## src/rtl/poly_vtx_pkg.sv

```systemverilog
package poly_vtx_pkg;
  typedef enum logic [1:0] {
    ST_IDLE = 2'd0,
    ST_REQ  = 2'd1,
    ST_OUT  = 2'd2
  } fetch_st_e;

  localparam int unsigned LINK_HI_BITS = 3;
endpackage

```

## src/rtl/pvf_link_decode.sv

```systemverilog
module pvf_link_decode #(
  parameter int unsigned ADDR_W    = 32,
  parameter int unsigned CNT_W     = 16,
  parameter int unsigned HDR_WORDS = 2
) (
  input  logic [ADDR_W-1:0] cmd_addr_i,
  input  logic [ADDR_W-1:0] link_addr_i,
  input  logic [CNT_W-1:0]  vcount_i,
  input  logic              link_en_i,
  input  logic              link_rel_i,
  input  logic              dst16_i,
  output logic [ADDR_W-1:0] base_addr_o,
  output logic              legal_o
);
  import poly_vtx_pkg::*;

  localparam int unsigned SIGN_BIT = ADDR_W - 1 - LINK_HI_BITS;
  localparam logic [ADDR_W-1:0] HDR_OFS = ADDR_W'(HDR_WORDS * 4);

  logic [LINK_HI_BITS-1:0] hi_bits;
  logic                    low_ok;
  logic                    abs_ok;
  logic                    rel_ok;
  logic                    addr_ok;
  logic                    cnt_ok;

  assign hi_bits = link_addr_i[ADDR_W-1:SIGN_BIT+1];
  assign low_ok  = (link_addr_i[1:0] == 2'b00);
  assign abs_ok  = low_ok && (hi_bits == '0);
  assign rel_ok  = low_ok && (hi_bits == {LINK_HI_BITS{link_addr_i[SIGN_BIT]}});
  assign addr_ok = !link_en_i || (link_rel_i ? rel_ok : abs_ok);
  assign cnt_ok  = (vcount_i >= CNT_W'(2));
  assign legal_o = dst16_i && cnt_ok && addr_ok;

  always_comb begin
    if (!link_en_i)      base_addr_o = cmd_addr_i + HDR_OFS;
    else if (link_rel_i) base_addr_o = cmd_addr_i + link_addr_i;
    else                 base_addr_o = link_addr_i;
  end
endmodule

```

## src/rtl/pvf_fetch_ctrl.sv

```systemverilog
module pvf_fetch_ctrl #(
  parameter int unsigned ADDR_W = 32,
  parameter int unsigned CNT_W  = 16,
  parameter int unsigned DATA_W = 32
) (
  input  logic              clk_i,
  input  logic              rst_ni,
  input  logic              start_i,
  input  logic              legal_i,
  input  logic [ADDR_W-1:0] base_addr_i,
  input  logic [CNT_W-1:0]  vcount_i,
  input  logic              cw_i,
  output logic              busy_o,
  output logic              err_o,
  output logic              done_o,
  output logic              rd_req_o,
  output logic [ADDR_W-1:0] rd_addr_o,
  input  logic              rd_ack_i,
  input  logic [DATA_W-1:0] rd_data_i,
  output logic              vtx_valid_o,
  input  logic              vtx_ready_i,
  output logic [DATA_W-1:0] word_o,
  output logic              cw_o,
  output logic              last_o
);
  import poly_vtx_pkg::*;

  localparam logic [ADDR_W-1:0] WSTEP = ADDR_W'(DATA_W / 8);

  fetch_st_e         st_q;
  logic [ADDR_W-1:0] addr_q;
  logic [CNT_W-1:0]  left_q;
  logic [DATA_W-1:0] word_q;
  logic              cw_q;
  logic              err_q;
  logic              done_q;
  logic              last_w;
  logic              accept_w;

  assign last_w   = (left_q == CNT_W'(1));
  assign accept_w = (st_q == ST_OUT) && vtx_ready_i;

  always_ff @(posedge clk_i or negedge rst_ni) begin
    if (!rst_ni) begin
      st_q   <= ST_IDLE;
      addr_q <= '0;
      left_q <= '0;
      word_q <= '0;
      cw_q   <= 1'b0;
      err_q  <= 1'b0;
      done_q <= 1'b0;
    end else begin
      done_q <= accept_w && last_w;
      unique case (st_q)
        ST_IDLE: begin
          if (start_i) begin
            if (legal_i) begin
              st_q   <= ST_REQ;
              addr_q <= base_addr_i;
              left_q <= vcount_i;
              cw_q   <= cw_i;
              err_q  <= 1'b0;
            end else begin
              err_q  <= 1'b1;
            end
          end
        end
        ST_REQ: begin
          if (rd_ack_i) begin
            word_q <= rd_data_i;
            st_q   <= ST_OUT;
          end
        end
        ST_OUT: begin
          if (vtx_ready_i) begin
            if (last_w) begin
              st_q <= ST_IDLE;
            end else begin
              left_q <= left_q - CNT_W'(1);
              addr_q <= addr_q + WSTEP;
              st_q   <= ST_REQ;
            end
          end
        end
        default: st_q <= ST_IDLE;
      endcase
    end
  end

  assign busy_o      = (st_q != ST_IDLE);
  assign err_o       = err_q;
  assign done_o      = done_q;
  assign rd_req_o    = (st_q == ST_REQ);
  assign rd_addr_o   = addr_q;
  assign vtx_valid_o = (st_q == ST_OUT);
  assign word_o      = word_q;
  assign cw_o        = cw_q;
  assign last_o      = (st_q == ST_OUT) && last_w;

  // pending vertex holds under backpressure
  a_r10_hold_stall: assert property (@(posedge clk_i) disable iff (!rst_ni)
    (vtx_valid_o && !vtx_ready_i) |=> (vtx_valid_o && $stable(word_o) && $stable(last_o)));

  // one word in flight
  a_r10_one_in_flight: assert property (@(posedge clk_i) disable iff (!rst_ni)
    vtx_valid_o |-> !rd_req_o);

  // address steady while waiting for acknowledge
  a_r4_addr_steady: assert property (@(posedge clk_i) disable iff (!rst_ni)
    (rd_req_o && !rd_ack_i) |=> (rd_req_o && $stable(rd_addr_o)));

  // done is a single pulse following the last acceptance
  a_r11_done_single: assert property (@(posedge clk_i) disable iff (!rst_ni)
    done_o |=> !done_o);

  a_r11_done_after_last: assert property (@(posedge clk_i) disable iff (!rst_ni)
    done_o |-> $past(vtx_valid_o && vtx_ready_i && last_o));

  // winding fixed for the whole command
  a_r6_cw_stable: assert property (@(posedge clk_i) disable iff (!rst_ni)
    busy_o |=> (!busy_o || $stable(cw_o)));

  // an error never coexists with a running command
  a_r12_err_idle: assert property (@(posedge clk_i) disable iff (!rst_ni)
    err_o |-> (!busy_o && !rd_req_o && !vtx_valid_o));
endmodule

```

## src/rtl/pvf_vtx_unpack.sv

```systemverilog
module pvf_vtx_unpack #(
  parameter int unsigned DATA_W  = 32,
  parameter int unsigned COORD_W = 20
) (
  input  logic [DATA_W-1:0]  word_i,
  output logic [COORD_W-1:0] x_o,
  output logic [COORD_W-1:0] y_o
);
  localparam int unsigned HALF_W = DATA_W / 2;

  logic [HALF_W-1:0] x_raw;
  logic [HALF_W-1:0] y_raw;

  assign x_raw = word_i[HALF_W-1:0];
  assign y_raw = word_i[DATA_W-1:HALF_W];

  generate
    if (COORD_W > HALF_W) begin : g_ext
      assign x_o = {{(COORD_W-HALF_W){x_raw[HALF_W-1]}}, x_raw};
      assign y_o = {{(COORD_W-HALF_W){y_raw[HALF_W-1]}}, y_raw};
    end else begin : g_trunc
      assign x_o = x_raw[COORD_W-1:0];
      assign y_o = y_raw[COORD_W-1:0];
    end
  endgenerate
endmodule

```

## src/rtl/poly_vtx_fetch.sv

```systemverilog
module poly_vtx_fetch #(
  parameter int unsigned ADDR_W    = 32,
  parameter int unsigned DATA_W    = 32,
  parameter int unsigned CNT_W     = 16,
  parameter int unsigned COORD_W   = 20,
  parameter int unsigned HDR_WORDS = 2
) (
  input  logic               clk_i,
  input  logic               rst_ni,
  input  logic               start_i,
  input  logic [ADDR_W-1:0]  cmd_addr_i,
  input  logic [CNT_W-1:0]   vcount_i,
  input  logic               link_en_i,
  input  logic               link_rel_i,
  input  logic               cw_i,
  input  logic               dst16_i,
  input  logic [ADDR_W-1:0]  link_addr_i,
  output logic               busy_o,
  output logic               err_o,
  output logic               done_o,
  output logic               rd_req_o,
  output logic [ADDR_W-1:0]  rd_addr_o,
  input  logic               rd_ack_i,
  input  logic [DATA_W-1:0]  rd_data_i,
  output logic               vtx_valid_o,
  input  logic               vtx_ready_i,
  output logic [COORD_W-1:0] vtx_x_o,
  output logic [COORD_W-1:0] vtx_y_o,
  output logic               vtx_cw_o,
  output logic               vtx_last_o
);
  logic [ADDR_W-1:0] base_addr;
  logic              legal;
  logic [DATA_W-1:0] word;

  pvf_link_decode #(
    .ADDR_W(ADDR_W), .CNT_W(CNT_W), .HDR_WORDS(HDR_WORDS)
  ) u_dec (
    .cmd_addr_i (cmd_addr_i),
    .link_addr_i(link_addr_i),
    .vcount_i   (vcount_i),
    .link_en_i  (link_en_i),
    .link_rel_i (link_rel_i),
    .dst16_i    (dst16_i),
    .base_addr_o(base_addr),
    .legal_o    (legal)
  );

  pvf_fetch_ctrl #(
    .ADDR_W(ADDR_W), .CNT_W(CNT_W), .DATA_W(DATA_W)
  ) u_ctrl (
    .clk_i      (clk_i),
    .rst_ni     (rst_ni),
    .start_i    (start_i),
    .legal_i    (legal),
    .base_addr_i(base_addr),
    .vcount_i   (vcount_i),
    .cw_i       (cw_i),
    .busy_o     (busy_o),
    .err_o      (err_o),
    .done_o     (done_o),
    .rd_req_o   (rd_req_o),
    .rd_addr_o  (rd_addr_o),
    .rd_ack_i   (rd_ack_i),
    .rd_data_i  (rd_data_i),
    .vtx_valid_o(vtx_valid_o),
    .vtx_ready_i(vtx_ready_i),
    .word_o     (word),
    .cw_o       (vtx_cw_o),
    .last_o     (vtx_last_o)
  );

  pvf_vtx_unpack #(
    .DATA_W(DATA_W), .COORD_W(COORD_W)
  ) u_unpack (
    .word_i(word),
    .x_o   (vtx_x_o),
    .y_o   (vtx_y_o)
  );

  // a rejected start leaves the read port idle next cycle
  a_r9_reject_no_read: assert property (@(posedge clk_i) disable iff (!rst_ni)
    (start_i && !busy_o && !legal) |=> (!rd_req_o && err_o));

  // an accepted start begins reading at the decoded base
  a_r1_first_addr: assert property (@(posedge clk_i) disable iff (!rst_ni)
    (start_i && !busy_o && legal) |=> (rd_req_o && rd_addr_o == $past(base_addr)));
endmodule

```

## config.mk

```make
export PLATFORM = sky130hd
export DESIGN_NAME = poly_vtx_fetch
export DESIGN_NICKNAME = d
export VERILOG_FILES = /design/src/rtl/poly_vtx_pkg.sv /design/src/rtl/pvf_link_decode.sv /design/src/rtl/pvf_fetch_ctrl.sv /design/src/rtl/pvf_vtx_unpack.sv /design/src/rtl/poly_vtx_fetch.sv
export SDC_FILE = /design/constraint.sdc
export NUM_CORES = 1
export LEC_CHECK = 0
export BUFFER_PORTS_ARGS = -buffer_cell sky130_fd_sc_hd__buf_4
export CAP_MARGIN = 20
export CORE_ASPECT_RATIO = 1.1
export CORE_MARGIN = 5
export CORE_UTILIZATION = 40
export DETAILED_ROUTE_END_ITERATION = 6
export GPL_ROUTABILITY_DRIVEN = 0
export SLEW_MARGIN = 0
export SYNTH_ARGS = -nofsm -noshare
export SYNTH_HDL_FRONTEND = slang
export SYNTH_SLANG_ARGS = --single-unit
```

## constraint.sdc

```tcl
create_clock -name clk_i -period 7.4 [get_ports clk_i]
set_clock_uncertainty 0.2 [all_clocks]
set_input_delay 0.74 -clock clk_i [delete_from_list [all_inputs] [get_ports clk_i]]
set_output_delay 0.74 -clock clk_i [all_outputs]
set_load 0.1 [all_outputs]
```

# == Word level (Yosys, flattened, before mapping) ==
# Index checks and enable logic that the tools add are counted.
# totals
regBits,85
inputBits,121
elab_cells,60
# op_classes
n_addsub,4
n_lt_le_gt_ge,1
n_eq_ne,9
mux,20
reduce_logical,19
# ops
operator,n
$mux 32,6
$mux 16,4
$pmux 32 s2,1
$add 32x3->32 const B,1
$add 32x32->32,1
$add 32x4->32 const B,1
$pmux 16 s2,1
$eq 16x1->1 const B,1
$ge 16x2->1 const B,1
$sub 16x1->16 const B,1
$mux 2,4
$logic_and 1x1->1,7
$ne 2x2->1 const B,3
$pmux 2 s3,1
$reduce_and 5->1,1
$logic_not 2->1,2
$ne 2x1->1 const B,2
$reduce_and 2->1,2
$reduce_and 4->1,1
$reduce_bool 2->1,2
$eq 3x3->1,1
$logic_not 3->1,1
$mux 1,3
$reduce_and 3->1,1
4 further kinds,4

# == Depth between registers and ports, before layout ==
# Gate-level depths: netlist of the first run.
# depth
ltp_word,8
depth_mapped,12
depth_no_buf,12

# == Hierarchy ==
# From an unflattened synthesis of the first run, not the netlist that was laid out.
# unflattened
cells_unflattened,932
hier_area_um2,7709.9
# by_module_without_submodules
mod,instances,cells_each,area_per_inst_um2,seq_area_each_um2
pvf_fetch_ctrl,1,450,4345.4,2127.0
pvf_link_decode,1,442,3064.2,0.0
pvf_vtx_unpack,1,40,300.3,0.0

# == Worst setup path before layout of the first run ==
# Ideal clock, no wire load.
# synth_timing
path_type,input-to-reg
start,in cmd_addr_i[0]
end,"reg u_ctrl.addr_q[28], in the netlist u_ctrl.rd_addr_o[28]"
arrival_ns,2.982
required_ns,7.076
slack_ns,4.094
cell_stages,12
n_path_buf,0
cell_sequence,ha_1 -> inv_1 -> fa_1 -> and2b_1 -> o2111ai_1 -> a21oi_1 -> o2111ai_1 -> a31oi_1 -> o21ai_1 -> o31ai_2 -> a21oi_1 -> a211o_1
# synth_between
elab_chain_len,6
elab_cells_between_ends,7
# synth_rtl
item,line_no,source
from (decl),poly_vtx_fetch.sv:11,"input logic [ADDR_W-1:0] cmd_addr_i,"
$add 32x32->32,pvf_link_decode.sv:37,else if (link_rel_i) base_addr_o = cmd_addr_i + link_addr_i;
$mux 32,pvf_link_decode.sv:37,
$mux 32 *,pvf_link_decode.sv:36,if (!link_en_i) base_addr_o = cmd_addr_i + HDR_OFS;
$mux 32 *,pvf_fetch_ctrl.sv:57,if (legal_i) begin
$mux 32 *,pvf_fetch_ctrl.sv:56,if (start_i) begin
$pmux 32 s2 *,pvf_fetch_ctrl.sv:54,unique case (st_q)
to (signal assigned),pvf_fetch_ctrl.sv:59,addr_q <= base_addr_i;
to (signal assigned),pvf_fetch_ctrl.sv:80,addr_q <= addr_q + WSTEP;
to (decl),pvf_fetch_ctrl.sv:31,logic [ADDR_W-1:0] addr_q;
# Every way passes the cells marked *; elsewhere a longest branch is shown, timed or not. The select of a mux whose other input is x is not followed.
# A chain may end at the register's enable or synchronous reset.

# == Worst setup path in the final report of the first run ==
# layout_timing
start,in link_rel_i
end,"reg u_ctrl.addr_q[17], in the netlist u_ctrl.rd_addr_o[17]"
# layout_between
elab_chain_len,5
elab_cells_between_ends,10
# layout_rtl
item,line_no,source
from (decl),poly_vtx_fetch.sv:14,"input logic link_rel_i,"
$mux 32 / $mux 1 (equally long branches),"pvf_link_decode.sv:37, pvf_link_decode.sv:31",
$mux 32 / $logic_or 1x1->1 (equally long branches),"pvf_link_decode.sv:36, pvf_link_decode.sv:31",
$mux 32 / $logic_and 1x1->1 (equally long branches),"pvf_fetch_ctrl.sv:57, pvf_link_decode.sv:33",
$mux 32 / $ne 2x2->1 (equally long branches),--,
$pmux 32 s2 / $reduce_and 5->1 (equally long branches),--,
# Several ways; a longest one is shown, not always the timed one. The select of a mux whose other input is x is not followed.

==> qor.txt, run 1 <==
Synth cell count leaders: a21oi_1 (101), dfrtp_1 (85), nand2_1 (85)
Global Route met1 Usage: 0.310
Initial antenna violation count: 0
CTS Buf Count: 9
Initial core utilization: 0.403
Synthesized flop and latch total: 85
Via count: 7189
RSZ-0062 raised after global routing: false
Required @ worst endpoint: 7.39 ns
Place WS: 3.37 ns
Vias in the first global route: 6827
Clock Path Buffers: 2
Layout cells sized above 1: 0.261
Status: finished clean
# diodes: 0
Pleak: 0.00393 uW
Top cell type's share of synthesized area: 0.300
Count of different cell masters after synthesis: 68
CTS resizes: 0
Gr ovfl total: 0
R2r setup slk: 4.13 ns
Gr busiest metal: met2
Reg2Reg Capture Point: u_ctrl.rd_addr_o[23]
Iter 0 DRT Violations: 423
Fin. Hold Viols: 0
Met2 Use GR: 0.369
CTS tree: built
Crit path cell chain: buf_4 -> a2111oi_0 -> a21oi_1 -> o31ai_2 -> nand2_1 -> nand2_1 -> buf_4 -> o21ai_0 -> a21oi_1 -> o221ai_1
Port Buffers: 199
Setup CP Type: input port to flip-flop
Setup TNS: 0 ns
Pwr/cell area: 470 nW/um^2
Largest net degree at the start of global routing: 54
Slew @ Worst Pin: 1.07 ns
DP HPWL: 18300 um
Post-synth top flop: dfrtp_1
Syn avg cell area: 8.09 um^2
Worst vdd ir: 0.000314 V
Critical path arrival: 3.65 ns
Final WL: 23400 um
Post-Syn Area: 7100 um^2
Post-Synthesis Cells: 878
Fin crit share: 0.495
# Post-CTS Setup Buffers: 0
Worst R2R Path Depth: 12
FF+latch area: 2130 um^2
Area growth syn-to-layout: 26.7%
Die height: 150 um
Routed wire per std cell: 18.3 um
Synthesized Nets: 1035
Die X: 137 um
Post-layout util: 0.511
Max Cap Viol: 0
Seq/Total Area, Yosys: 0.300
Fillcell total: 1791
Origin of the critical flop-to-flop path: u_ctrl.st_q[1]
Synth top area cells: dfrtp_1 (30%), a21oi_1 (7.1%), ha_1 (6.2%), mux2_2 (5.6%), nand2_1 (4.5%)
Setup-failing EPs final: 0
Clock Root Buffer: clkbuf_16
Hold_buf cts: 0
Min-Delay Path Class: input port to asynchronous set/reset pin
H-tree levels: 3
Slowest stage cell on the critical path: a2111oi_0
Row count: 51
EDFF count, synth: 0
GRT Util Overall: 0.225
Drt drc: 0
Max Slew Vio Count: 0
Antenna-violating nets left: 0
Final net count: 1196
Dominant cell type by area after synthesis: dfrtp_1
Core area: 17600 um^2
Slew headroom: 0.283
Worst setup margin: 3.74 ns
First element of the critical path: link_rel_i
Crit end category: flip-flop
Min Clock Period, post-route: 3.66 ns
Post-Layout Cell Count: 1282
Syn. warnings: 0
Clk sinks: 85
Clock Latency Late Sink: 0.34 ns
Via-to-Cell Ratio: 5.61
1st-pass router iterations: 5
Met3 Usage GRT: 0.0353
Most frequent cell after synthesis: a21oi_1
Ports: 200
Die Area: 20500 um^2
Largest stage delay on the critical path: 0.45 ns
First-pass GRT wire length: 36600 um
Highest clock rate: 273 MHz
Area of the multi-input gates: 4620 um^2
Startpoint Class: input port
Async SR Flop Fraction: 1.00
Inst Count DP: 1266
Reg clk slew, reported paths: 0.06 ns
CP Max Fanout: 33
-- how the worst max path moves through the flow --
stage | end | slack, ns
floorplan | u_ctrl.rd_addr_o[28] | 4.09
global placement | u_ctrl.rd_addr_o[13] | 3.50
detailed placement | u_ctrl.rd_addr_o[17] | 3.37
CTS | u_ctrl.rd_addr_o[17] | 3.73
global route | u_ctrl.rd_addr_o[17] | 3.43
finish | u_ctrl.rd_addr_o[17] | 3.74
-- critical path, delay by kind of cell --
kind / cells / cell delay, ns
compound gates: 6 / 1.44
simple gates: 2 / 0.84
buf+inv: 2 / 0.62
-- routing by layer --
metal	up-vias	wire, um	part of all wire
li1	3555	-	-
met1	3376	10700	0.46
met2	233	10900	0.46
met3	25	1490	0.063
met4	0	346	0.015
met5	-	0	0
-- layout make-up --
cell class                      count  share of cell area
Timing Repair Buffer              205               0.171
Clock buffer                       11              0.0281
Multi-Input combinational cell    711               0.513
Sequential cell                    85               0.236
Inverter                           27              0.0113
Clock inverter                      5             0.00654
Tap cell                          238              0.0331
-- cell families (layout without fill, tap and decap cells) --
group / Yosys count / after routing / synth area share
AOI/OAI and AO/OA: 279 / 279 / 0.246
xor gates and xnor gates: 48 / 48 / 0.0592
adders and majority gates: 36 / 36 / 0.0645
buffers and inverters: 82 / 248 / 0.0515
DFF: 85 / 85 / 0.300
muxes: 50 / 50 / 0.0767
and+or+nand+nor: 298 / 298 / 0.202
-- sequential cells by signal, indices dropped and copies added, names as in the netlist --
| name | cells |
|---|---|
| u_ctrl.rd_addr_o | 32 |
| u_ctrl.left_q | 16 |
| u_ctrl.word_o | 32 |
| u_ctrl.cw_o | 1 |
| u_ctrl.st_q | 2 |
| u_ctrl.done_o | 1 |
| u_ctrl.err_o | 1 |
-- layout by cell type (no fill, tap or decap), drive strengths merged, types with 7 or more instances in the layout --
cell / n
dfrtp: 85
inv: 26
or3: 13
nor4: 11
nand2: 85
o22ai: 13
xor2: 21
xnor2: 27
nor2: 75
ha: 35
a21oi: 105
and4: 8
buf: 205
nand4: 15
mux2: 35
and3: 13
o211ai: 12
o221ai: 7
a31oi: 13
a211oi: 10
clkbuf: 11
o21ai: 68
a21o: 13
nand3: 45
nor3: 15
mux2i: 15
-- where the power goes --
group | switching, uW | internal [uW]
clock | 190 | 280
sequential | 241 | 690
combinational | 2160 | 663
-- stage by stage --
step	hold slack (ns)	total power (uW)	cell area, um^2
final	0.168	4230	9000
after global routing	0.214	4430	9000
after CTS	0.191	4240	9000
after detailed placement	0.268	3770	8680
after global placement	0.265	3750	8680
after floorplan	0.244	3120	7100
Note: power is estimated with default switching activity, not from simulation.
==> run 2: changes to the inputs <==
--- a/config.mk
+++ b/config.mk
@@ -12,6 +12,7 @@
 export CORE_UTILIZATION = 40
 export DETAILED_ROUTE_END_ITERATION = 6
 export GPL_ROUTABILITY_DRIVEN = 0
+export PLACE_DENSITY = 0.66
 export SLEW_MARGIN = 0
 export SYNTH_ARGS = -nofsm -noshare
 export SYNTH_HDL_FRONTEND = slang
==> constraint.sdc (replaced) <==
create_clock -name clk_i -period 3 [get_ports clk_i]
set_clock_uncertainty 0.2 [all_clocks]
set_input_delay 0.3 -clock clk_i [delete_from_list [all_inputs] [get_ports clk_i]]
set_output_delay 0.3 -clock clk_i [all_outputs]
set_load 0.1 [all_outputs]
==> run 2 against run 1 <==
  * Die area did not move
  * Global-route usage grew 0.11 points
  * Sequential cell count unchanged
  * Register-to-register slack got worse by 3.9 ns
  * Clock power increased to 2.7 times the previous value
  * Clock-buffer cell count is 2 lower
  * Sequential share of layout area fell by 1.6 points
  * Hold slack worse by 0.16 ns
  * Routed wire length up 1.1%
  * Combinational power grew to 2.5 times the previous value
  * Sequential power increased by 140%
  * First-iteration DRC count increased by 13%
  * Critical endpoint is now u_ctrl.rd_addr_o[28]
  * Highest routed layer unchanged
==> qor.txt, run 2 (synthesized netlist as in run 1, its figures left out) <==
Setup CP Type: input port to flip-flop
Slew @ Worst Pin: 0.749 ns (-0.316 ns)
Clock Latency Late Sink: 0.35 ns (about the same)
Worst path top cell family by delay: compound AO/OA/AOI/OAI gates
Clock Root Buffer: clkbuf_16
RSZ-0062 raised after global routing: false
GRT Util Overall: 0.226 (+0.00111)
H-tree levels: 3 (unchanged)
Slew headroom: 0.501 (+0.217)
CTS tree: built
Hold path cells: 3
# diodes: 0 (unchanged)
Vias in the first global route: 7124 (+4.4%)
Via count: 7470 (+3.9%)
Final hold slack: 0.00923 ns (-0.158 ns)
CTS Buf Count: 9 (unchanged)
Fin crit share: 0.950
Worst vdd ir: 0.000817 V (+160%)
Area of the multi-input gates: 4630 um^2 (+0.14%)
Critical path depth: 13 (+3)
CP Max Fanout: 3 (-91%)
Gr ovfl total: 0 (unchanged)
Clock Path Buffers: 2 (unchanged)
Die Area: 20500 um^2 (unchanged)
Status: finished clean
Pleak: 0.00428 uW (+8.7%)
Most frequent CP cell: o2111ai_1
Reg2Reg Capture Point: u_ctrl.rd_addr_o[23]
Final Power: 10600 uW (+150%)
1st-pass router iterations: 5 (unchanged)
Die height: 150 um (unchanged)
Max Slew Vio Count: 0 (unchanged)
Core area: 17600 um^2 (unchanged)
Max Cap Viol: 0 (unchanged)
Clk sinks: 85 (unchanged)
Most common cell after layout, fill and taps aside: buf_4
Largest stage delay on the critical path: 0.32 ns (-0.13 ns)
Antenna-violating nets left: 0 (unchanged)
Initial antenna violation count: 0 (unchanged)
Required @ worst endpoint: 3.04 ns (-4.35 ns)
Final instance area: 9670 um^2 (+7.5%)
Routed wire per std cell: 17.5 um (-4.4%)
Worst R2R Path Depth: 10 (-2)
FF+latch area: 2130 um^2 (+0.24%)
Fin. Hold Viols: 0 (unchanged)
First element of the critical path: cmd_addr_i[0]
Slowest stage cell on the critical path: o21ai_1
Placed instance area: 8970 um^2 (+3.3%)
Crit end category: flip-flop
Crit path cell chain: buf_4 -> ha_1 -> inv_1 -> fa_1 -> and2b_1 -> o2111ai_1 -> a21oi_2 -> o2111ai_1 -> a31oi_1 -> o21ai_1 -> o31ai_2 -> or2_2 -> a211o_1
Reg clk slew, reported paths: 0.07 ns (about the same)
Row count: 51 (unchanged)
Port Buffers: 199 (unchanged)
R2r setup slk: 0.18 ns (-3.95 ns)
Area growth syn-to-layout: 36.2%
Startpoint Class: input port
# Post-CTS Setup Buffers: 0 (unchanged)
Critical path arrival: 2.89 ns (-0.76 ns)
Setup-failing EPs final: 0 (unchanged)
Min Clock Period, post-route: 2.85 ns
Highest clock rate: 351 MHz
Critical Path Sink: u_ctrl.rd_addr_o[28]
Final WL: 23700 um (+1.1%)
Drt drc: 0 (unchanged)
Die X: 137 um (unchanged)
Ports: 200 (unchanged)
Min-Delay Path Class: input port to flip-flop
Most frequent cells in the layout: buf_4 (242), a21oi_1 (99), nand2_1 (85)
Fillcell total: 1642 (-8.3%)
First-pass GRT wire length: 36900 um (+0.85%)
Via-to-Cell Ratio: 5.51 (-1.8%)
Origin of the critical flop-to-flop path: u_ctrl.left_q[7]
DP HPWL: 18400 um (+0.38%)
Largest net degree at the start of global routing: 53 (-1.9%)
Iter 0 DRT Violations: 477 (+13%)
Layout cells sized above 1: 0.282 (+0.0212)
Initial core utilization: 0.403 (unchanged)
Final net count: 1270 (+6.2%)
Pwr/cell area: 1100 nW/um^2 (+130%)
Worst path bufs/invs: 2 (unchanged)
-- run 2: cell types whose count changed in the layout (fill, tap and decap cells not counted), sizes merged --
cell / previous run / this run
buf: 205 / 242
dlygate4sd3: 0 / 37
inv: 26 / 29
clkbuf: 11 / 9
bufinv: 1 / 2
clkinv: 3 / 2
clkinvlp: 2 / 1
-- run 2: what timing repair did --
item | CTS | global route
resized for setup | 0 | 1
hold buffers | 37 | 0
hold endpoints to repair | 67 | 0
endpoints found under the setup margin | 0 | 2
-- run 2: power breakdown --
part	total [uW]	internal [uW]	leakage [uW]	switching [uW]
Clock	1250	743	0.000159	505
Combinational	7110	1730	0.00312	5380
Sequential	2280	1710	0.00100	568
-- run 2: worst min path at each step --
stage	slack [ns]	start	end
floorplan	-0.20	rst_ni	u_ctrl.cw_o
global placement	0.07	rst_ni	u_ctrl.rd_addr_o[0]
detailed placement	0.08	rst_ni	u_ctrl.rd_addr_o[0]
CTS	0.008	rd_ack_i	u_ctrl.st_q[1]
global route	0.05	rd_ack_i	u_ctrl.st_q[1]
finish	0.009	rd_ack_i	u_ctrl.st_q[1]
-- run 2: area by class of cell --
| cell class | instances | share of cell area |
|---|---|---|
| Clock inverter | 7 | 0.0109 |
| Timing Repair Buffer | 279 | 0.226 |
| Sequential cell | 85 | 0.220 |
| Tap cell | 238 | 0.0308 |
| Clock buffer | 9 | 0.0233 |
| Inverter | 27 | 0.0105 |
| Multi-Input combinational cell | 711 | 0.478 |
-- run 2: per-stage QoR --
step                setup slack (ns)   TNS, ns  std cells   util
floorplan                   -0.00825  -0.00825        878      -
global placement              -0.209    -0.412       1303  0.509
detailed placement            -0.263    -0.777       1303  0.509
CTS                            0.105         0       1356  0.549
global route                0.000152         0       1356  0.549
finish                         0.151         0       1356  0.549
-- run 2: worst register-to-register path, cell delays in order (launching register included) --
cell,delay [ns]
dfrtp_1,0.44
nor4_1,0.40
and4_1,0.34
a21oi_1,0.25
a21oi_4,0.45
buf_4,0.22
a21oi_1,0.04
o22ai_1,0.17
a21oi_1,0.06
o31ai_1,0.06
nor2_1,0.07
-- run 2: metal layers --
metal	track usage	up-vias	wire length (um)
li1	-	3707	-
met2	0.376	256	11200
met5	0	-	0
met1	0.302	3474	10500
met3	0.0256	33	1340
met4	0.0798	0	571
==> run 3: changes to the inputs <==
--- a/config.mk
+++ b/config.mk
@@ -12,7 +12,7 @@
 export CORE_UTILIZATION = 40
 export DETAILED_ROUTE_END_ITERATION = 6
 export GPL_ROUTABILITY_DRIVEN = 0
-export PLACE_DENSITY = 0.66
+export PLACE_DENSITY_LB_ADDON = 0.12
 export SLEW_MARGIN = 0
 export SYNTH_ARGS = -nofsm -noshare
 export SYNTH_HDL_FRONTEND = slang
==> run 3 against run 2 <==
  * Sequential power hardly changed
  * Global-route usage is 0.37 points higher
  * Die area stayed put
  * Sequential share of layout area is 0.16 points lower
  * Cell count is 0.88% higher
  * Maximum frequency is 0.78% lower
  * Core utilization is 0.39 points higher
  * Highest routed layer unchanged
==> qor.txt, run 3 (synthesized netlist as in run 1, its figures left out) <==
Status: finished clean
Initial antenna violation count: 0 (unchanged)
Clock Latency Late Sink: 0.34 ns (about the same)
Antenna-violating nets left: 0 (unchanged)
Slew headroom: 0.568 (+0.0672)
Port Buffers: 199 (unchanged)
Required @ worst endpoint: 3.02 ns (-0.02 ns)
Vias in the first global route: 7160 (+0.51%)
Highest clock rate: 348 MHz (-0.78%)
Sw frac: 0.610 (+0.00354)
Clock share of power: 0.109 (-0.008)
Startpoint Class: input port
Die X: 137 um (unchanged)
Die height: 150 um (unchanged)
Post-Layout Cell Count: 1368 (+0.88%)
Slowest stage cell on the critical path: o2111ai_1
Setup-failing EPs final: 0 (unchanged)
Reg power frac: 0.214 (about the same)
Fin. Hold Viols: 0 (unchanged)
Max Cap Viol: 0 (unchanged)
Worst vdd ir: 0.000722 V (-12%)
Ports: 200 (unchanged)
Final WL: 23800 um (+0.50%)
Largest net degree at the start of global routing: 53 (unchanged)
Post-layout util: 0.553 (+0.00391)
Crit path cell chain: buf_4 -> ha_1 -> inv_1 -> fa_1 -> and2b_1 -> o2111ai_1 -> a21oi_2 -> o2111ai_1 -> a31oi_2 -> o21ai_1 -> o31ai_2 -> buf_4 -> or2_2 -> a211o_1
GRT Util Overall: 0.229 (+0.00368)
Pleak: 0.00432 uW (+1.1%)
Clk sinks: 85 (unchanged)
Via-to-Cell Ratio: 5.40 (-1.9%)
CTS Buf Count: 9 (unchanged)
Iter 0 DRT Violations: 367 (-23%)
# diodes: 0 (unchanged)
Fin crit share: 0.957 (+0.00744)
Row count: 51 (unchanged)
Initial core utilization: 0.403 (unchanged)
Crit end category: flip-flop
Critical path arrival: 2.89 ns (about the same)
Pwr/cell area: 1080 nW/um^2 (-1.3%)
Min Clock Period, post-route: 2.87 ns (+0.0223 ns)
Max Slew Vio Count: 0 (unchanged)
Combinational power share: 0.677 (+0.008)
Setup TNS: 0 ns (unchanged)
CTS tree: built
Slew @ Worst Pin: 0.648 ns (-0.101 ns)
# Post-CTS Setup Buffers: 0 (unchanged)
CP Max Fanout: 3 (unchanged)
1st-pass router iterations: 5 (unchanged)
Area growth syn-to-layout: 37.2%
DP HPWL: 18500 um (+0.66%)
Inst Count DP: 1316 (+1.0%)
Most frequent cells in the layout: buf_4 (255), a21oi_1 (99), nand2_1 (85)
Most common cell after layout, fill and taps aside: buf_4
H-tree levels: 3 (unchanged)
Clock Root Buffer: clkbuf_16
Internal Pwr Total: 4120 uW (-1.5%)
Final Power: 10600 uW (-0.63%)
Final net count: 1282 (+0.94%)
Die Area: 20500 um^2 (unchanged)
Routed wire per std cell: 17.4 um (-0.38%)
Drt drc: 0 (unchanged)
Min-Delay Path Class: input port to flip-flop
Layout cells sized above 1: 0.291 (+0.00940)
Reg clk slew, reported paths: 0.07 ns (about the same)
Gr ovfl total: 0 (unchanged)
Sw power: 6450 uW (about the same)
First-pass GRT wire length: 37700 um (+2.0%)
Via count: 7392 (-1.0%)
Setup CP Type: input port to flip-flop
Core area: 17600 um^2 (unchanged)
Largest stage delay on the critical path: 0.29 ns (-0.03 ns)
Final hold slack: 0.0167 ns (+0.00742 ns)
Clock Path Buffers: 2 (unchanged)
-- run 3: final timing paths --
path,end,slack [ns],cells past startpoint,from
setup / recovery,u_ctrl.rd_addr_o[28],0.13,14,cmd_addr_i[0]
hold / removal,u_ctrl.st_q[1],0.02,3,rd_ack_i
setup reg to reg,u_ctrl.rd_addr_o[28],0.17,8,u_ctrl.rd_addr_o[2]
hold reg to reg,u_ctrl.cw_o,0.29,2,u_ctrl.cw_o
max in group asynchronous,u_ctrl.word_o[26],1.58,3,rst_ni
min in group asynchronous,u_ctrl.left_q[2],0.29,2,rst_ni
-- run 3: stage by stage --
step	setup WS, ns	instance area [um^2]
final	0.128	9740
after floorplan	-0.00825	7110
after global placement	-0.195	9070
after global routing	-0.0162	9740
after detailed placement	-0.227	9070
after CTS	0.129	9730
-- run 3: timing repair --
action | CTS | global route
gates resized for setup | 0 | 2
hold endpoints to repair | 78 | 0
endpoints found under the setup margin | 0 | 2
hold buffers | 36 | 0
-- run 3: final cells by class --
cell class              instances  area (um^2)
multi-input cells             711         4630
inverters                      27          101
fillers                      1713         7870
clock inverters                 7         80.1
repair buffers                291         2270
well taps                     238          298
clock buffers                   9          225
flip-flops and latches         85         2130
-- run 3: metal layers --
layer	wire (um)	share of wire	vias to the layer above	global-route usage
met3	1560	0.065	13	0.0363
met1	10700	0.45	3428	0.309
met5	0	0	-	0
met4	201	0.0084	0	0.0449
li1	-	-	3733	-
met2	11400	0.48	218	0.391
-- run 3: worst max-delay path, delay by kind of cell --
kind	cells	cell delay [ns]
buf+inv	3	0.33
simple gates	2	0.45
compound gates	7	1.44
fa+ha+maj	2	0.37
-- run 3: power groups by stage --
stage / Sequential [uW] / Clock, uW / Combinational, uW
after floorplan: 5330 / 0 / 2370
after global placement: 2260 / 0 / 7080
after detailed placement: 2270 / 0 / 7110
after CTS: 2250 / 1180 / 7160
after global routing: 2350 / 1230 / 7500
final: 2260 / 1160 / 7150
